==> src/rtl/nand_ctl_pkg.sv <==
package nand_ctl_pkg;
  localparam int DW   = 16;
  localparam int NOPS = 6;

  typedef enum logic [2:0] {
    RA_CMD  = 3'd0,
    RA_ADDR = 3'd1,
    RA_BUF  = 3'd2,
    RA_OP   = 3'd3,
    RA_CFG  = 3'd4,
    RA_WP   = 3'd5,
    RA_ULS  = 3'd6,
    RA_ULE  = 3'd7
  } reg_addr_e;

  localparam int OP_FLAG_BIT = 15;
  localparam int OP_DIN      = 2;
  localparam int OP_DOUT     = 3;

  localparam int CFG_IMASK = 4;
  localparam int CFG_BE    = 5;
  localparam int CFG_SRST  = 6;
  localparam int CFG_CE    = 7;
  localparam int CFG_PPB   = 9;
  localparam int CFG_FPI   = 11;

  localparam int WP_TIGHT_BIT = 0;
  localparam int WP_LOCK_BIT  = 1;
  localparam int WP_OPEN_BIT  = 2;

  typedef enum logic [1:0] {
    WP_LOCKED = 2'd0,
    WP_OPEN   = 2'd1,
    WP_TIGHT  = 2'd2
  } wp_state_e;
endpackage

==> src/rtl/nand_op_launch.sv <==
module nand_op_launch #(
  parameter int NOPS = 6
) (
  input  logic            clk_i,
  input  logic            rst_ni,
  input  logic            clr_i,
  input  logic            wr_i,
  input  logic [NOPS-1:0] trig_i,
  input  logic            flag_wr_i,
  input  logic            done_i,
  output logic            start_o,
  output logic [NOPS-1:0] op_o,
  output logic            busy_o,
  output logic            flag_o,
  output logic [NOPS-1:0] last_op_o
);
  logic            busy_q, flag_q, start_q;
  logic [NOPS-1:0] op_q;
  logic            trig_ok, fin;

  assign trig_ok = wr_i && !busy_q && $onehot(trig_i);
  assign fin     = busy_q && done_i;

  always_ff @(posedge clk_i or negedge rst_ni) begin
    if (!rst_ni) begin
      busy_q  <= 1'b0;
      flag_q  <= 1'b0;
      start_q <= 1'b0;
      op_q    <= '0;
    end else if (clr_i) begin
      busy_q  <= 1'b0;
      flag_q  <= 1'b0;
      start_q <= 1'b0;
      op_q    <= '0;
    end else begin
      start_q <= trig_ok;
      if (trig_ok) begin
        busy_q <= 1'b1;
        op_q   <= trig_i;
      end else if (fin) begin
        busy_q <= 1'b0;
      end
      // completion wins over a same-cycle software clear
      if (fin)                    flag_q <= 1'b1;
      else if (wr_i && !flag_wr_i) flag_q <= 1'b0;
    end
  end

  assign start_o   = start_q;
  assign busy_o    = busy_q;
  assign flag_o    = flag_q;
  assign op_o      = busy_q ? op_q : '0;
  assign last_op_o = op_q;
endmodule

==> src/rtl/nand_wp_guard.sv <==
module nand_wp_guard
  import nand_ctl_pkg::*;
#(
  parameter int BW = 16
) (
  input  logic          clk_i,
  input  logic          rst_ni,
  input  logic          clr_i,
  input  logic          cmd_wr_i,
  input  logic [2:0]    cmd_i,
  input  logic          lo_wr_i,
  input  logic          hi_wr_i,
  input  logic [BW-1:0] wdata_i,
  input  logic [BW-1:0] blk_i,
  output wp_state_e     state_o,
  output logic [BW-1:0] lo_o,
  output logic [BW-1:0] hi_o,
  output logic          ok_o
);
  wp_state_e     st_q;
  logic [BW-1:0] lo_q, hi_q;
  logic          frozen;

  assign frozen = (st_q == WP_TIGHT);

  always_ff @(posedge clk_i or negedge rst_ni) begin
    if (!rst_ni) begin
      st_q <= WP_LOCKED;
      lo_q <= '0;
      hi_q <= '0;
    end else if (clr_i) begin
      st_q <= WP_LOCKED;
      lo_q <= '0;
      hi_q <= '0;
    end else if (!frozen) begin
      if (cmd_wr_i) begin
        if (cmd_i[WP_TIGHT_BIT])     st_q <= WP_TIGHT;
        else if (cmd_i[WP_LOCK_BIT]) st_q <= WP_LOCKED;
        else if (cmd_i[WP_OPEN_BIT]) st_q <= WP_OPEN;
      end
      if (lo_wr_i) lo_q <= wdata_i;
      if (hi_wr_i) hi_q <= wdata_i;
    end
  end

  assign state_o = st_q;
  assign lo_o    = lo_q;
  assign hi_o    = hi_q;
  assign ok_o    = (st_q == WP_OPEN) && (blk_i >= lo_q) && (blk_i <= hi_q);
endmodule

==> src/rtl/nand_soft_reset.sv <==
module nand_soft_reset #(
  parameter int CYC = 4
) (
  input  logic clk_i,
  input  logic rst_ni,
  input  logic req_i,
  output logic active_o,
  output logic clr_o
);
  localparam int CW = (CYC > 1) ? $clog2(CYC) : 1;
  localparam logic [CW-1:0] LAST = CW'(CYC - 1);

  logic          act_q;
  logic [CW-1:0] cnt_q;

  assign clr_o = act_q && (cnt_q == LAST);

  always_ff @(posedge clk_i or negedge rst_ni) begin
    if (!rst_ni) begin
      act_q <= 1'b0;
      cnt_q <= '0;
    end else if (!act_q) begin
      if (req_i) begin
        act_q <= 1'b1;
        cnt_q <= '0;
      end
    end else if (clr_o) begin
      act_q <= 1'b0;
      cnt_q <= '0;
    end else begin
      cnt_q <= cnt_q + 1'b1;
    end
  end

  assign active_o = act_q;
endmodule

==> src/rtl/nand_ctl_regs.sv <==
module nand_ctl_regs
  import nand_ctl_pkg::*;
#(
  parameter int RST_CYCLES = 4,
  parameter int PPB_BASE   = 32,
  localparam int PGW       = $clog2(PPB_BASE * 8) + 1
) (
  input  logic            clk_i,
  input  logic            rst_ni,
  input  logic            req_i,
  input  logic            we_i,
  input  logic [2:0]      addr_i,
  input  logic [DW-1:0]   wdata_i,
  output logic [DW-1:0]   rdata_o,
  output logic            seq_start_o,
  output logic [NOPS-1:0] seq_op_o,
  output logic [DW-1:0]   seq_cmd_o,
  output logic [DW-1:0]   seq_addr_o,
  input  logic            seq_done_i,
  output logic            irq_o,
  output logic            ce_o,
  output logic [1:0]      cs_sel_o,
  output logic [2:0]      buf_sel_o,
  output logic            big_endian_o,
  output logic [PGW-1:0]  blk_pages_o,
  output logic            soft_rst_o,
  input  logic [DW-1:0]   wp_blk_i,
  output logic            wp_write_ok_o
);
  logic            srst_act, srst_clr, we_eff;
  logic [DW-1:0]   cmd_q, faddr_q;
  logic [2:0]      buf_q;
  logic [1:0]      cs_q, ppb_q;
  logic            imask_q, be_q, ce_q, fpi_q;
  logic            op_busy, op_flag;
  logic [NOPS-1:0] last_op;
  wp_state_e       wp_st;
  logic [DW-1:0]   ul_lo, ul_hi;
  logic            wr_op, wr_cfg;

  assign we_eff = req_i && we_i && !srst_act;
  assign wr_op  = we_eff && (addr_i == RA_OP);
  assign wr_cfg = we_eff && (addr_i == RA_CFG);

  nand_soft_reset #(.CYC(RST_CYCLES)) u_srst (
    .clk_i   (clk_i),
    .rst_ni  (rst_ni),
    .req_i   (wr_cfg && wdata_i[CFG_SRST]),
    .active_o(srst_act),
    .clr_o   (srst_clr)
  );

  nand_op_launch #(.NOPS(NOPS)) u_launch (
    .clk_i    (clk_i),
    .rst_ni   (rst_ni),
    .clr_i    (srst_clr),
    .wr_i     (wr_op),
    .trig_i   (wdata_i[NOPS-1:0]),
    .flag_wr_i(wdata_i[OP_FLAG_BIT]),
    .done_i   (seq_done_i),
    .start_o  (seq_start_o),
    .op_o     (seq_op_o),
    .busy_o   (op_busy),
    .flag_o   (op_flag),
    .last_op_o(last_op)
  );

  nand_wp_guard #(.BW(DW)) u_wp (
    .clk_i   (clk_i),
    .rst_ni  (rst_ni),
    .clr_i   (srst_clr),
    .cmd_wr_i(we_eff && (addr_i == RA_WP)),
    .cmd_i   (wdata_i[2:0]),
    .lo_wr_i (we_eff && (addr_i == RA_ULS)),
    .hi_wr_i (we_eff && (addr_i == RA_ULE)),
    .wdata_i (wdata_i),
    .blk_i   (wp_blk_i),
    .state_o (wp_st),
    .lo_o    (ul_lo),
    .hi_o    (ul_hi),
    .ok_o    (wp_write_ok_o)
  );

  always_ff @(posedge clk_i or negedge rst_ni) begin
    if (!rst_ni) begin
      cmd_q   <= '0;
      faddr_q <= '0;
      buf_q   <= '0;
      cs_q    <= '0;
      imask_q <= 1'b0;
      be_q    <= 1'b0;
      ce_q    <= 1'b0;
      ppb_q   <= '0;
      fpi_q   <= 1'b0;
    end else if (srst_clr) begin
      cmd_q   <= '0;
      faddr_q <= '0;
      buf_q   <= '0;
      cs_q    <= '0;
      imask_q <= 1'b0;
      be_q    <= 1'b0;
      ce_q    <= 1'b0;
      ppb_q   <= '0;
      fpi_q   <= 1'b0;
    end else if (we_eff) begin
      unique case (addr_i)
        RA_CMD:  cmd_q   <= wdata_i;
        RA_ADDR: faddr_q <= wdata_i;
        RA_BUF: begin
          buf_q <= wdata_i[2:0];
          cs_q  <= wdata_i[6:5];
        end
        RA_CFG: begin
          imask_q <= wdata_i[CFG_IMASK];
          be_q    <= wdata_i[CFG_BE];
          ce_q    <= wdata_i[CFG_CE];
          ppb_q   <= wdata_i[CFG_PPB+1:CFG_PPB];
          fpi_q   <= wdata_i[CFG_FPI];
        end
        default: ;
      endcase
    end
  end

  logic page_done;
  assign page_done = last_op[OP_DIN] || last_op[OP_DOUT];
  assign irq_o     = op_flag && !imask_q && (!fpi_q || page_done);

  always_comb begin
    rdata_o = '0;
    unique case (addr_i)
      RA_CMD:  rdata_o = cmd_q;
      RA_ADDR: rdata_o = faddr_q;
      RA_BUF: begin
        rdata_o[2:0] = buf_q;
        rdata_o[6:5] = cs_q;
      end
      RA_OP: begin
        rdata_o[OP_FLAG_BIT] = op_flag;
        rdata_o[NOPS-1:0]    = seq_op_o;
      end
      RA_CFG: begin
        rdata_o[CFG_IMASK]           = imask_q;
        rdata_o[CFG_BE]              = be_q;
        rdata_o[CFG_SRST]            = srst_act;
        rdata_o[CFG_CE]              = ce_q;
        rdata_o[CFG_PPB+1:CFG_PPB]   = ppb_q;
        rdata_o[CFG_FPI]             = fpi_q;
      end
      RA_WP: begin
        rdata_o[WP_TIGHT_BIT] = (wp_st == WP_TIGHT);
        rdata_o[WP_LOCK_BIT]  = (wp_st == WP_LOCKED);
        rdata_o[WP_OPEN_BIT]  = (wp_st == WP_OPEN);
      end
      RA_ULS:  rdata_o = ul_lo;
      RA_ULE:  rdata_o = ul_hi;
      default: rdata_o = '0;
    endcase
  end

  assign seq_cmd_o    = cmd_q;
  assign seq_addr_o   = faddr_q;
  assign ce_o         = ce_q;
  assign cs_sel_o     = cs_q;
  assign buf_sel_o    = buf_q;
  assign big_endian_o = be_q;
  assign blk_pages_o  = PGW'(PPB_BASE) << ppb_q;
  assign soft_rst_o   = srst_act;
endmodule

==> config.mk <==
export PLATFORM = sky130hd
export DESIGN_NAME = nand_ctl_regs
export DESIGN_NICKNAME = d
export VERILOG_FILES = /design/src/rtl/nand_ctl_pkg.sv /design/src/rtl/nand_op_launch.sv /design/src/rtl/nand_wp_guard.sv /design/src/rtl/nand_soft_reset.sv /design/src/rtl/nand_ctl_regs.sv
export SDC_FILE = /design/constraint.sdc
export NUM_CORES = 1
export LEC_CHECK = 0
export BUFFER_PORTS_ARGS = -buffer_cell sky130_fd_sc_hd__buf_4
export CAP_MARGIN = 20
export CORE_ASPECT_RATIO = 0.6
export CORE_MARGIN = 5
export CORE_UTILIZATION = 35
export DETAILED_ROUTE_END_ITERATION = 16
export PLACE_DENSITY = 0.54
export SYNTH_ARGS = -nofsm -noshare
export SYNTH_HDL_FRONTEND = slang
export SYNTH_SLANG_ARGS = --single-unit
==> constraint.sdc <==
create_clock -name clk_i -period 3.15 [get_ports clk_i]
set_input_delay 0.4725 -clock clk_i [delete_from_list [all_inputs] [get_ports clk_i]]
set_output_delay 0.4725 -clock clk_i [all_outputs]
set_load 0.02 [all_outputs]
### After elaboration in Yosys (flattened, before gate mapping)

Index checks and enable logic that the tools add are counted.

* $add $sub $neg: 6
* order comparisons: 2
* equal/unequal tests: 12
* shift operators: 1
* muxes and demuxes: 65
* reduce and logical (&&, ||, !) cells: 46

Operators by type and width (number)
* 16-bit 2-to-1 mux: 12
* 2-bit 2-to-1 mux: 15
* 1-bit 2-to-1 mux: 22
* 3-bit one-hot mux with 7 select lines: 1
* 2-bit nonzero test: 10
* 6-bit 2-to-1 mux: 3
* 1-bit logical AND: 17
* 16-bit greater-or-equal comparator: 1
* 16-bit less-or-equal comparator: 1
* 1-bit one-hot mux with 5 select lines: 3
* 3-bit one-hot mux with 5 select lines: 1
* 3-bit == test (second input constant): 4
* 1-bit one-hot mux with 6 select lines: 2
* 3-bit one-hot mux with 4 select lines: 1
* 2-bit AND reduction: 6
* 3-bit 2-to-1 mux: 3
* 6-bit by 2-bit << shifter with 9-bit output (first input constant): 1
* 1-bit one-hot mux with 7 select lines: 1
* 1-bit by 1-bit adder with 2-bit output: 3
* 3-bit adder: 2
* 3-bit by 1-bit == test with 1-bit output (second input constant): 2
* 3-bit by 2-bit == test with 1-bit output (second input constant): 2
* 3-bit nonzero test: 2
* 1-bit zero test: 5
* 10 further kinds: 12

* bits in registers: 89
* bits of input ports: 40
* output and inout port bits: 74

### Logic depth before layout (Yosys ltp)

* word-level depth: 7
* mapped depth: 12
* depth with buffers taken out: 11

### By module

From an unflattened synthesis, not the netlist that was laid out.

* cell total of the unflattened synthesis: 622
* area, all modules: 5651.7 sq um

Modules (own cells, without submodules)
* nand_ctl_regs: times used 1, cells each 302, area each 2851.5 sq um, seq. area each 1076.0 sq um
* nand_wp_guard: times used 1, cells each 265, area each 2153.3 sq um, seq. area each 850.8 sq um
* nand_op_launch: times used 1, cells each 44, area each 509.2 sq um, seq. area each 225.2 sq um
* nand_soft_reset: times used 1, cells each 11, area each 137.6 sq um, seq. area each 75.1 sq um

### Worst setup path before layout

Ideal clock, no wire load.

* kind: input -> register
* from: input wdata_i[0]
* to: register u_launch.op_q[5], in the netlist u_launch.last_op_o[5]
* arrival time: 2435 ps
* setup slack: 587 ps
* stages: 10
* path buffers: 1
* cells stage by stage: inv_1 ha_1 inv_1 fa_1 inv_1 ha_1 or4_1 nor2_1 buf_2 o21ai_0

* word-level cells in the longest chain between the ends: 6

Ends and longest elaborated chain
* start, declared: RTL line nand_ctl_regs.sv:13 `input logic [DW-1:0] wdata_i,`
* 1-bit by 1-bit adder with 2-bit output (not written as such): RTL line nand_op_launch.sv:21 `assign trig_ok = wr_i && !busy_q && $onehot(trig_i);`
* 3-bit adder (not written as such) (2 in a row): RTL line nand_op_launch.sv:21
* 3-bit by 1-bit == test with 1-bit output: RTL line nand_op_launch.sv:21
* 1-bit logical AND: RTL line nand_op_launch.sv:21
* 2-bit nonzero test (no source line)
* end signal, assigned: RTL line nand_op_launch.sv:39 `op_q <= trig_i;`
* end, declared: RTL line nand_op_launch.sv:18 `logic [NOPS-1:0] op_q;`

No other way between the ends.
A chain may end at the register's enable or synchronous reset.

### Worst setup path in the final report

* from: register u_wp.hi_q[7], in the netlist u_wp.hi_o[7]
* to: output wp_write_ok_o

* word-level cells in the longest chain between the ends: 2

Ends and longest elaborated chain
* start, declared: RTL line nand_wp_guard.sv:21 `logic [BW-1:0] lo_q, hi_q;`
* start signal, assigned: RTL line nand_wp_guard.sv:42 `if (hi_wr_i) hi_q <= wdata_i;`
* 16-bit less-or-equal comparator: RTL line nand_wp_guard.sv:49 `assign ok_o = (st_q == WP_OPEN) && (blk_i >= lo_q) && (blk_i <= hi_q);`
* 1-bit logical AND: RTL line nand_wp_guard.sv:49
* end, declared: RTL line nand_ctl_regs.sv:28 `output logic wp_write_ok_o`

No other way between the ends.

==> flow_summary.json <==
{
  "yosysUniqueCellTypes": 51,
  "path_clk_slew_ns": 0.06,
  "clk_path_buf_depth": 2,
  "cts_tree": "yes",
  "core_um2": 15280,
  "async_flop_share_pct": 100.0,
  "rr_startpoint": "u_srst.active_o",
  "htree_levels": 3,
  "synth-seq-cells": 89,
  "pin_count": 114,
  "fin_skew_ns": 0.005684,
  "holdBufCountCts": 0,
  "initial_utilization_pct": 35.47,
  "power_leakage_nw": 3.198,
  "r2r_cells": 6,
  "grt_antenna_before_repair": 0,
  "dieArea_um2": 18160,
  "cp-end-kind": "output pin",
  "grt_overflow": 0,
  "power_mw": 5.667,
  "synth_seq_area_share_pct": 41.08,
  "synth_top_cell_by_area": "dfrtp_1",
  "rsz0062_at_grt": "no",
  "path_max_fanout": 3,
  "postSynthCellCount": 603,
  "start_kind": "flip-flop",
  "drv_cap": 0,
  "post-route-period-util_pct": 83.75,
  "place_ws_ns": 0.4237,
  "tightestPinTransition_ns": 0.8218,
  "finalNetCount": 778,
  "synth_edf_count": 0,
  "hpwl_um": 13350,
  "path_cells": "inv_1, ha_1, a21oi_1, o21ai_0, a221oi_1, nand3_1, a32oi_1, buf_4",
  "drive_above_1_share_pct": 21.34,
  "drc_errors": 0,
  "fmax_mhz": 379.1,
  "setup-violations-final": 0,
  "yosys.area.top_type_share_pct": 41.08,
  "critPathTopFamily": "compound AO/OA/AOI/OAI gates",
  "r2r_end": "u_wp.lo_o[1]",
  "grt_pass1_wl_um": 27450,
  "first_pass_iters": 5,
  "clkLatencyLatePin_ns": 0.34,
  "power_density_nw_per_um2": 843.4,
  "swShare_pct": 40.35,
  "fin_crit_ns": 2.638,
  "yosysMostFrequentCell": "nand2_1",
  "cp.arrival_ns": 2.17,
  "die_w_um": 170.7,
  "slew-limit-headroom_pct": 45.21,
  "grt_max_degree": 90,
  "cp.required_ns": 2.68,
  "internal_power_mw": 3.380,
  "route.antenna.remaining_nets": 0,
  "wl_per_cell_um": 19.43,
  "critical_path_class": "flip-flop to output pin",
  "power.switching_mw": 2.286,
  "syn_area_per_cell_um2": 8.991,
  "routabilityCongestion": 0.9140,
  "pwr-share-seq_pct": 37.5,
  "cts_num_sinks": 89,
  "cts_buffers": 9,
  "rows": 35,
  "status": "completed",
  "power_frac_clock_pct": 21.1,
  "grtUsageTotal_pct": 19.70,
  "crit_buf_inv": 2,
  "die_y_um": 106.4,
  "netlist_top_cells_count": "nand2_1 (91), dfrtp_1 (89), a21oi_1 (59)",
  "yosysWarningCount": 0,
  "port_buffers": 108,
  "grt_pass1_vias": 4620,
  "worst_slack_ns": 0.5118,
  "hold_ws_ns": 0.1632,
  "cts-root-buf": "clkbuf_16",
  "cp_slowest_stage_delay_ns": 0.38,
  "syn_area_um2": 5421,
  "synth.area.top_cells": "dfrtp_1 (41%), mux2i_1 (10%), ha_1 (8.8%)",
  "initialDrtViolationCount": 374,
  "synth-main-ff-cell": "dfrtp_1",
  "drt-total-wl_um": 17610,
  "combPwrFrac_pct": 41.5,
  "post_cts_resized": 0,
  "syn2layout_area_growth_pct": 23.93,
  "cp.depth": 8,
  "antenna_cells": 0,
  "postCtsSetupBuffers": 0,
  "r2r_slack_ns": 1.02,
  "hold_viol": 0,
  "cp_slowest_cell": "dfrtp_1",
  "hold_path_class": "primary input to asynchronous set/reset pin",
  "vdd_drop_max_mv": 0.4476,
  "maxSlewViolCount": 0,
  "fin_setup_tns_ns": 0,
  "num_vias": 4717,
  "viasPerCell": 5.206
}
[worst register-to-register path, cell delays in order, from the launching register on]
cell,delay (ns)
dfrtp_1,0.47
and4b_1,0.44
nand2_4,0.10
nor3b_2,0.41
buf_4,0.25
mux2i_1,0.27
nor2_1,0.07
[sequential cells by signal (all words and copies together) (netlist names), 2 cells and up]
register            count
seq_addr_o             16
seq_cmd_o              16
u_wp.hi_o              16
u_wp.lo_o              16
u_launch.last_op_o      6
buf_sel_o               3
cs_sel_o                2
ppb_q                   2
u_srst.cnt_q            2
u_wp.state_o            2
[cells in the final DEF (no fill, tap or decap), types with 2 or more instances in the layout]
master      count
and4_1          2
nor3_1          3
a31oi_1         2
a22oi_1         7
buf_4         118
nand2b_1        5
nand2_1        91
fa_1            2
clkbuf_16       9
and2_1          9
mux4_2          3
clkinvlp_4      2
o22ai_1         8
nand4_1         4
conb_1          5
a221oi_1        4
dfrtp_1        89
nand3_1        31
mux2_2          4
a21oi_1        59
inv_1          41
nor2_1         55
o21ai_1         2
ha_1           38
a211oi_1        4
mux2i_1        54
clkbuf_8        2
nor2b_1         5
nand3b_1        2
bufinv_16       2
a21o_1          3
o21ai_0        17
[layout make-up]
| class | instances | area [um2] |
|---|---|---|
| clock inverter | 4 | 75.07 |
| clock buffer | 12 | 256.5 |
| multi-input combinational | 438 | 2846 |
| timing repair buffer | 119 | 905.9 |
| fill | 1492 | 8564 |
| tap | 203 | 254.0 |
| inverter | 41 | 153.9 |
| sequential | 89 | 2227 |
[cell families (layout without fill, tap and decap cells)]
logic type | Yosys count | in the layout | synth area share, %
other cells | 1 | 5 | 0.06917
fa+ha+maj | 40 | 40 | 9.509
buf+inv | 80 | 176 | 6.716
mux | 61 | 61 | 12.05
simple gates | 218 | 218 | 18.30
xor+xnor | 1 | 1 | 0.1616
flops | 89 | 89 | 41.08
compound gates | 113 | 113 | 12.12
[through the flow]
stage / cell area (um2) / instances / util, %
2_1_floorplan: 5436 / 607 / -
3_3_place_gp: 6387 / 890 / 41.79
3_5_place_dp: 6387 / 890 / 41.79
4_1_cts: 6719 / 906 / 43.96
5_1_grt: 6719 / 906 / 43.96
6_report: 6719 / 906 / 43.96
[worst max path at each step]
stage | start | end | slack, ns
CTS | u_wp.hi_o[7] | wp_write_ok_o | 0.48
finish | u_wp.hi_o[7] | wp_write_ok_o | 0.51
global placement | wdata_i[0] | u_launch.last_op_o[5] | 0.48
global route | u_wp.hi_o[7] | wp_write_ok_o | 0.28
floorplan | wdata_i[0] | u_launch.last_op_o[5] | 0.59
detailed placement | wdata_i[0] | u_launch.last_op_o[5] | 0.42
[metal layers]
metal | track usage, % | up-vias | share of wire [%]
met5 | 0 | - | 0
met2 | 26.35 | 185 | 40
li1 | - | 2254 | -
met3 | 5.017 | 11 | 7.7
met4 | 3.647 | 0 | 0.83
met1 | 31.52 | 2267 | 51
[power groups by stage]
stage          registers [mW]  logic [mW]  clock network (mW)
6_report                 2.12        2.35                1.19
5_1_grt                  2.19        2.62                1.26
3_5_place_dp             2.13        2.36                   0
3_3_place_gp             2.12        2.30                   0
2_1_floorplan            2.20        1.21                   0
4_1_cts                  2.11        2.37                1.22
Power figures use the tool's default switching activity.
